### config.mk
export PLATFORM = sky130hd
export DESIGN_NAME = pkh_seq
export DESIGN_NICKNAME = d
export VERILOG_FILES = /design/src/rtl/pkh_pkg.sv /design/src/rtl/pkh_deglitch.sv /design/src/rtl/pkh_pwm.sv /design/src/rtl/pkh_params.sv /design/src/rtl/pkh_seq.sv
export SDC_FILE = /design/constraint.sdc
export NUM_CORES = 1
export LEC_CHECK = 0
export BUFFER_PORTS_ARGS = -buffer_cell sky130_fd_sc_hd__clkbuf_2
export CAP_MARGIN = 20
export CELL_PAD_IN_SITES_DETAIL_PLACEMENT = 0
export CELL_PAD_IN_SITES_GLOBAL_PLACEMENT = 1
export CORE_UTILIZATION = 53
export CTS_CLUSTER_DIAMETER = 80
export CTS_CLUSTER_SIZE = 24
export DETAILED_ROUTE_END_ITERATION = 8
export PLACE_DENSITY = 0.82
export SLEW_MARGIN = 10
export SYNTH_ARGS = -nofsm -noshare
export SYNTH_HDL_FRONTEND = slang
export SYNTH_HIERARCHICAL = 1
export SYNTH_SLANG_ARGS = --single-unit
### constraint.sdc
create_clock -name clk -period 4 [get_ports clk]
set_clock_uncertainty 0.2 [all_clocks]
set_input_delay 0.4 -clock clk [delete_from_list [all_inputs] [get_ports clk]]
set_output_delay 0.4 -clock clk [all_outputs]
set_load 0.005 [all_outputs]
### src/rtl/pkh_pkg.sv
package pkh_pkg;
  localparam int PAR_W    = 8;
  localparam int PAR_NUM  = 4;
  localparam int ADDR_W   = $clog2(PAR_NUM);
  localparam int PAR_PEAK  = 0;
  localparam int PAR_HOLD  = 1;
  localparam int PAR_HOT   = 2;
  localparam int PAR_DEMAG = 3;

  localparam logic [PAR_W-1:0] DEF_PEAK  = 8'hC8;
  localparam logic [PAR_W-1:0] DEF_HOLD  = 8'h50;
  localparam logic [PAR_W-1:0] DEF_HOT   = 8'h3C;
  localparam logic [PAR_W-1:0] DEF_DEMAG = 8'h10;

  localparam logic [1:0] REF_NONE = 2'b00;
  localparam logic [1:0] REF_PEAK = 2'b01;
  localparam logic [1:0] REF_HOLD = 2'b10;
  localparam logic [1:0] REF_HOT  = 2'b11;

  typedef enum logic [2:0] {
    ST_IDLE, ST_PEAK, ST_HOLD, ST_CLAMP, ST_FAULT
  } phase_t;

  typedef logic [PAR_NUM-1:0][PAR_W-1:0] par_bank_t;

  function automatic par_bank_t par_defaults();
    par_bank_t b;
    b[PAR_PEAK]  = DEF_PEAK;
    b[PAR_HOLD]  = DEF_HOLD;
    b[PAR_HOT]   = DEF_HOT;
    b[PAR_DEMAG] = DEF_DEMAG;
    return b;
  endfunction
endpackage

### src/rtl/pkh_deglitch.sv
module pkh_deglitch #(
  parameter int FILT_CYC = 800
) (
  input  logic clk,
  input  logic rst_n,
  input  logic raw,
  output logic rise,
  output logic fall
);
  localparam int CNT_W = (FILT_CYC > 2) ? $clog2(FILT_CYC) : 1;

  logic [CNT_W-1:0] cnt_q, cnt_d;
  logic             lvl_q, lvl_d;
  logic             rise_q, rise_d, fall_q, fall_d;

  always_comb begin
    cnt_d  = cnt_q;
    lvl_d  = lvl_q;
    rise_d = 1'b0;
    fall_d = 1'b0;
    if (raw == lvl_q) begin
      cnt_d = '0;
    end else if (cnt_q == CNT_W'(FILT_CYC - 1)) begin
      cnt_d  = '0;
      lvl_d  = raw;
      rise_d = raw;
      fall_d = ~raw;
    end else begin
      cnt_d = cnt_q + 1'b1;
    end
  end

  always_ff @(posedge clk or negedge rst_n) begin
    if (!rst_n) begin
      cnt_q  <= '0;
      lvl_q  <= 1'b0;
      rise_q <= 1'b0;
      fall_q <= 1'b0;
    end else begin
      cnt_q  <= cnt_d;
      lvl_q  <= lvl_d;
      rise_q <= rise_d;
      fall_q <= fall_d;
    end
  end

  assign rise = rise_q;
  assign fall = fall_q;

  AST_FILT_STEADY: assert property (@(posedge clk) disable iff (!rst_n)
    (raw == lvl_q) |=> (!rise_q && !fall_q)) else $error("filter edge without change");
endmodule

### src/rtl/pkh_pwm.sv
module pkh_pwm #(
  parameter int PWM_PERIOD = 16000
) (
  input  logic clk,
  input  logic rst_n,
  input  logic run,
  input  logic stop,
  output logic on,
  output logic wrap
);
  localparam int PW = $clog2(PWM_PERIOD);

  logic [PW-1:0] cnt_q, cnt_d;
  logic          off_q, off_d;

  assign wrap = run && (cnt_q == PW'(PWM_PERIOD - 1));
  assign on   = run && !off_q;

  always_comb begin
    if (!run) begin
      cnt_d = '0;
      off_d = 1'b0;
    end else if (wrap) begin
      cnt_d = '0;
      off_d = 1'b0;
    end else begin
      cnt_d = cnt_q + 1'b1;
      off_d = off_q | stop;
    end
  end

  always_ff @(posedge clk or negedge rst_n) begin
    if (!rst_n) begin
      cnt_q <= '0;
      off_q <= 1'b0;
    end else begin
      cnt_q <= cnt_d;
      off_q <= off_d;
    end
  end

  AST_PWM_RESTART: assert property (@(posedge clk) disable iff (!rst_n)
    (wrap && run) |=> (on || !run)) else $error("pwm did not restart");
endmodule

### src/rtl/pkh_params.sv
module pkh_params
  import pkh_pkg::*;
(
  input  logic              clk,
  input  logic              rst_n,
  input  logic              wr_en,
  input  logic [ADDR_W-1:0] wr_addr,
  input  logic [PAR_W-1:0]  wr_data,
  input  logic              bus_done,
  input  logic              apply,
  output par_bank_t         active
);
  par_bank_t stage_q, stage_d, ready_q, ready_d, act_q, act_d;
  logic      pend_q, pend_d;

  always_comb begin
    stage_d = stage_q;
    ready_d = ready_q;
    act_d   = act_q;
    pend_d  = pend_q;
    if (wr_en) stage_d[wr_addr] = wr_data;
    if (apply && pend_q) begin
      act_d  = ready_q;
      pend_d = 1'b0;
    end
    if (bus_done) begin
      ready_d = stage_d;
      pend_d  = 1'b1;
    end
  end

  always_ff @(posedge clk or negedge rst_n) begin
    if (!rst_n) begin
      stage_q <= par_defaults();
      ready_q <= par_defaults();
      act_q   <= par_defaults();
      pend_q  <= 1'b0;
    end else begin
      stage_q <= stage_d;
      ready_q <= ready_d;
      act_q   <= act_d;
      pend_q  <= pend_d;
    end
  end

  assign active = act_q;

  AST_PAR_FROZEN: assert property (@(posedge clk) disable iff (!rst_n)
    !apply |=> $stable(act_q)) else $error("active parameters changed outside a start");
endmodule

### src/rtl/pkh_seq.sv
module pkh_seq
  import pkh_pkg::*;
#(
  parameter int FILT_CYC   = 800,
  parameter int BLANK_CYC  = 2000,
  parameter int PWM_PERIOD = 16000
) (
  input  logic              clk,
  input  logic              rst_n,
  input  logic              inj_cmd,
  input  logic              cur_hit,
  input  logic              oc_hit,
  input  logic              temp_warn,
  input  logic              fault_clr,
  input  logic              wr_en,
  input  logic [ADDR_W-1:0] wr_addr,
  input  logic [PAR_W-1:0]  wr_data,
  input  logic              bus_done,
  output logic              s1_on,
  output logic              s2_on,
  output logic [1:0]        ref_sel,
  output logic [PAR_W-1:0]  dac_level,
  output logic              clamp_flag,
  output logic              fault_n
);
  localparam int BW = $clog2(BLANK_CYC + 1);

  phase_t           state_q, state_d;
  logic [BW-1:0]    bcnt_q, bcnt_d;
  logic [PAR_W-1:0] dcnt_q, dcnt_d;
  logic             cmd_rise, cmd_fall;
  logic             blank_ok, start, pwm_on, pwm_wrap, demag_done;
  logic [PAR_W:0]   dcnt_inc;
  par_bank_t        par;

  pkh_deglitch #(.FILT_CYC(FILT_CYC)) u_filt (
    .clk(clk), .rst_n(rst_n), .raw(inj_cmd), .rise(cmd_rise), .fall(cmd_fall)
  );

  assign start = (state_q == ST_IDLE) && cmd_rise;

  pkh_params u_par (
    .clk(clk), .rst_n(rst_n), .wr_en(wr_en), .wr_addr(wr_addr), .wr_data(wr_data),
    .bus_done(bus_done), .apply(start), .active(par)
  );

  assign blank_ok = (bcnt_q == BW'(BLANK_CYC));

  pkh_pwm #(.PWM_PERIOD(PWM_PERIOD)) u_pwm (
    .clk(clk), .rst_n(rst_n), .run(state_q == ST_HOLD),
    .stop(cur_hit && blank_ok), .on(pwm_on), .wrap(pwm_wrap)
  );

  assign dcnt_inc   = {1'b0, dcnt_q} + 1'b1;
  assign demag_done = dcnt_inc >= {1'b0, par[PAR_DEMAG]};

  always_comb begin
    state_d = state_q;
    unique case (state_q)
      ST_IDLE:  if (cmd_rise) state_d = ST_PEAK;
      ST_PEAK: begin
        if (blank_ok && oc_hit)       state_d = ST_FAULT;
        else if (cmd_fall)            state_d = ST_CLAMP;
        else if (blank_ok && cur_hit) state_d = ST_HOLD;
      end
      ST_HOLD:  if (cmd_fall) state_d = ST_CLAMP;
      ST_CLAMP: if (demag_done) state_d = ST_IDLE;
      ST_FAULT: if (fault_clr) state_d = ST_IDLE;
      default:  state_d = ST_IDLE;
    endcase
  end

  always_comb begin
    if (start || pwm_wrap)         bcnt_d = '0;
    else if (!blank_ok)            bcnt_d = bcnt_q + 1'b1;
    else                           bcnt_d = bcnt_q;
    dcnt_d = (state_q == ST_CLAMP) ? dcnt_q + 1'b1 : '0;
  end

  always_ff @(posedge clk or negedge rst_n) begin
    if (!rst_n) begin
      state_q <= ST_IDLE;
      bcnt_q  <= '0;
      dcnt_q  <= '0;
    end else begin
      state_q <= state_d;
      bcnt_q  <= bcnt_d;
      dcnt_q  <= dcnt_d;
    end
  end

  assign s1_on      = (state_q == ST_PEAK) || ((state_q == ST_HOLD) && pwm_on);
  assign s2_on      = (state_q == ST_PEAK) || (state_q == ST_HOLD);
  assign clamp_flag = (state_q == ST_CLAMP);
  assign fault_n    = (state_q != ST_FAULT);

  always_comb begin
    ref_sel   = REF_NONE;
    dac_level = '0;
    if (state_q == ST_PEAK) begin
      ref_sel   = REF_PEAK;
      dac_level = par[PAR_PEAK];
    end else if (state_q == ST_HOLD) begin
      ref_sel   = temp_warn ? REF_HOT : REF_HOLD;
      dac_level = temp_warn ? par[PAR_HOT] : par[PAR_HOLD];
    end
  end

  AST_START_PEAK: assert property (@(posedge clk) disable iff (!rst_n)
    (state_q == ST_IDLE && cmd_rise) |=> (s1_on && s2_on && ref_sel == REF_PEAK)) else $error("no peak start");
  AST_PEAK_BLANKED: assert property (@(posedge clk) disable iff (!rst_n)
    (state_q == ST_PEAK && !blank_ok) |=> (state_q == ST_PEAK || state_q == ST_CLAMP)) else $error("acted inside blanking");
  AST_OC_TRIP: assert property (@(posedge clk) disable iff (!rst_n)
    (state_q == ST_PEAK && blank_ok && oc_hit) |=> (!fault_n && !s1_on && !s2_on)) else $error("overcurrent not tripped");
  AST_OC_HOLD_IGNORED: assert property (@(posedge clk) disable iff (!rst_n)
    (state_q == ST_HOLD) |=> fault_n) else $error("fault from hold");
  AST_FAULT_STICKY: assert property (@(posedge clk) disable iff (!rst_n)
    (!fault_n && !fault_clr) |=> !fault_n) else $error("fault released");
  AST_FALL_OPENS: assert property (@(posedge clk) disable iff (!rst_n)
    (state_q == ST_HOLD && cmd_fall) |=> (!s1_on && !s2_on && clamp_flag)) else $error("fall did not open switches");
endmodule

==> results.yml <==
critical_path:
  cp-startpoint: "state_q[1]"
  reg2reg_to: "state_q[1]"
  required_ps: 3400
  reg2reg_depth: 9
  worstSetupEndpoint: "s1_on"
  path_max_fanout: 11
  worst-setup-path-type: "reg -> out"
  reg2reg_slack_ps: 1430
  critPathArrivalTime_ps: 2180
  worstSetupStartpointType: "flip-flop"
  endpoint_kind: "output pin"
  r2r-start: "dcnt_q[0]"
routing:
  drt.antenna.violating_nets: 0
  wirelength_um: 12600
  vias_per_cell: 5.52
  drt_iter0_drc: 233
  drc: 0
  vias: 4368
  wl_per_cell_um: 15.9
  first_pass_iters: 4
power_and_ir_drop:
  p_leak_nw: 3.47
  vdd_drop_max_uv: 312
  power.density_nw_per_um2: 501
synthesis:
  ys_top_cells_by_area: "dfrtp_1, dfstp_2, mux2_2"
  synth_nets: 629
  synth_edf_count: 0
  synth.distinct_cells: 58
  yosysSeqAreaShare_pct: 56.8
  synthFlopType: "dfrtp_1"
  yosysWarnings: 6
  synthesis.area_um2: 6550
  syn_area_per_cell_um2: 11.0
  synthCells: 597
  async_reset_ff_share_pct: 100
  yosys-top-cells-count: "dfrtp_1, nand2_1, nor2_1"
  yosysMostFrequentCell: "dfrtp_1"
  synth_seq_cells: 147
  synth_top_cell_by_area: "dfrtp_1"
  synth_top_area_share_pct: 44.7
min_path:
  hp-class: "in -> reg"
sta:
  rsz0062_at_grt: "false"
  hold_viol: 0
  fin_ws_ps: 1220
  relSlewSlack_pct: 49.4
  finalMaxSlewViolations: 0
  fmax_mhz: 360
  whs_ps: 13.9
  period_share_pct: 69.4
  tightestPinTransition_ps: 759
  setup_tns_ps: 0
  fin_crit_ps: 2780
  finalSetupViolations: 0
placed_design:
  pre_cts_ws_ps: 1430
  place_area_um2: 6830
  gp_congestion: 0.777
  io_buffers: 32
  placed_cells: 760
  post-dp-hpwl_um: 8540
grt:
  grt_use_met2_pct: 36.0
  grt_pass1_vias: 4349
  use_met3_pct: 5.20
  grt_max_degree: 82
  grt_pass1_wl_um: 21400
  grt_usage_pct: 21.9
  grt_overflow: 0
  grt_util_met1_pct: 28.3
  antenna_found_initial: 0
  grt-busiest-layer: "met2"
die:
  num_rows: 40
  dieArea_um2: 12800
  start_util_pct: 54.5
  core-area_um2: 12000
  die_h_um: 113
  ioPinCount: 33
  die_w_um: 113
run:
  drv.max_cap_violation_count: 0
clock_network:
  clockRootBuffer: "clkbuf_16"
  cts_tree: "built"
  cts_hold_buf: 1
  cts_setup_buffers: 0
  cts_sinks: 147
  cts_resized: 0
  cts_made_buffers: 17
  clock_latency_ps: 410
  cts.htree.levels: 4
  clock_path_buffers: 2
  cts.clk_slew.worst_paths_ps: 60
cells_and_area:
  fin_area_um2: 7390
  antenna_cells: 0
  drive_gt1_share_pct: 25.1
  layout.cells.non_filler: 792
  fillers: 1016
  area_growth_syn_to_layout_pct: 12.9
  nNetsFinal: 665
outcome:
  outcome: "complete, no violations"
## report_power, final
part / leakage [nW] / internal (mW) / switching (mW) / total, mW
Clock: 0.269 / 0.885 / 0.554 / 1.44
Combinational: 1.37 / 0.194 / 0.310 / 0.504
Sequential: 1.83 / 1.66 / 0.0975 / 1.76
Total: 3.47 / 2.74 / 0.961 / 3.70
## per-stage QoR
step,power [mW],util [%]
floorplan,2.10,-
finish,3.70,61.5
detailed placement,2.29,56.9
CTS,3.73,61.5
global placement,2.25,56.9
global route,3.87,61.5
## state kept, by name (all words and copies together), names as in the netlist
register and flops:
u_filt/lvl_q 1, u_par/ready_q 32, u_filt/cnt_q 10, u_pwm/off_q 1
u_filt/fall 1, u_par/active 32, bcnt_q 11, u_par/stage_q 32
dcnt_q 8, state_q 3, u_filt/rise 1, u_par/pend_q 1
u_pwm/cnt_q 14
## area by class of cell
type	count	area (um^2)	share of cell area [%]
inverters	18	67.6	0.914
multi-input cells	411	2660	36.0
repair buffers	38	214	2.90
flip-flops and latches	147	3720	50.3
well taps	147	184	2.49
clock buffers	27	523	7.08
clock inverters	4	22.5	0.305
## layout by cell type, fill, tap and decap left out, types with 5 or more instances in the layout
| cell type | netlist | layout |
|---|---|---|
| nor3_1 | 6 | 6 |
| a21oi_1 | 8 | 8 |
| nand2_1 | 99 | 99 |
| dfrtp_1 | 117 | 117 |
| nor2_1 | 66 | 66 |
| inv_1 | 14 | 14 |
| dfstp_2 | 30 | 30 |
| and3_1 | 5 | 5 |
| o21ai_1 | 8 | 8 |
| mux2_2 | 48 | 48 |
| clkbuf_2 | 0 | 31 |
| nand4_1 | 5 | 5 |
| a31oi_1 | 24 | 24 |
| xnor2_1 | 20 | 20 |
| nand3_1 | 21 | 21 |
| xor2_1 | 13 | 13 |
| clkbuf_16 | 0 | 17 |
| mux2i_1 | 8 | 8 |
| and2_1 | 10 | 10 |
| clkbuf_8 | 0 | 6 |
| buf_4 | 0 | 5 |
| ha_1 | 13 | 13 |
## cell families after synthesis
family / Yosys count / synth area share, %
mux: 57 / 9.71
flops: 147 / 56.8
simple gates: 248 / 18.3
xor+xnor: 33 / 4.42
compound gates: 60 / 5.75
buf+inv: 39 / 2.58
fa+ha+maj: 13 / 2.48
## layer usage
metal / part of all wire, % / up-vias / wire length [um]
li1: - / 2117 / -
met1: 47 / 2170 / 5890
met2: 49 / 65 / 6170
met3: 3.2 / 16 / 398
met4: 1.2 / 0 / 157
met5: 0 / - / 0
## worst max-delay path, stage by stage, from the launching register on
cell and delay [ps]:
dfrtp_1 470, inv_2 80, or3_1 590, inv_2 240, nor2b_1 160, a21o_1 130, clkbuf_2 110
## how the worst min path moves through the flow
stage | depth (start not counted) | to | slack (ps) | start
final | 2 | u_filt/fall | 10 | inj_cmd
after global routing | 2 | state_q[2] | 7 | fault_clr
after CTS | 2 | u_filt/fall | 1 | inj_cmd
after detailed placement | 2 | u_par/stage_q[26] | 260 | u_par/stage_q[26]
after global placement | 2 | u_par/stage_q[10] | 250 | u_par/stage_q[10]
after floorplan | 0 | bcnt_q[0] | -100 | rst_n
Power figures use the tool's default switching activity.
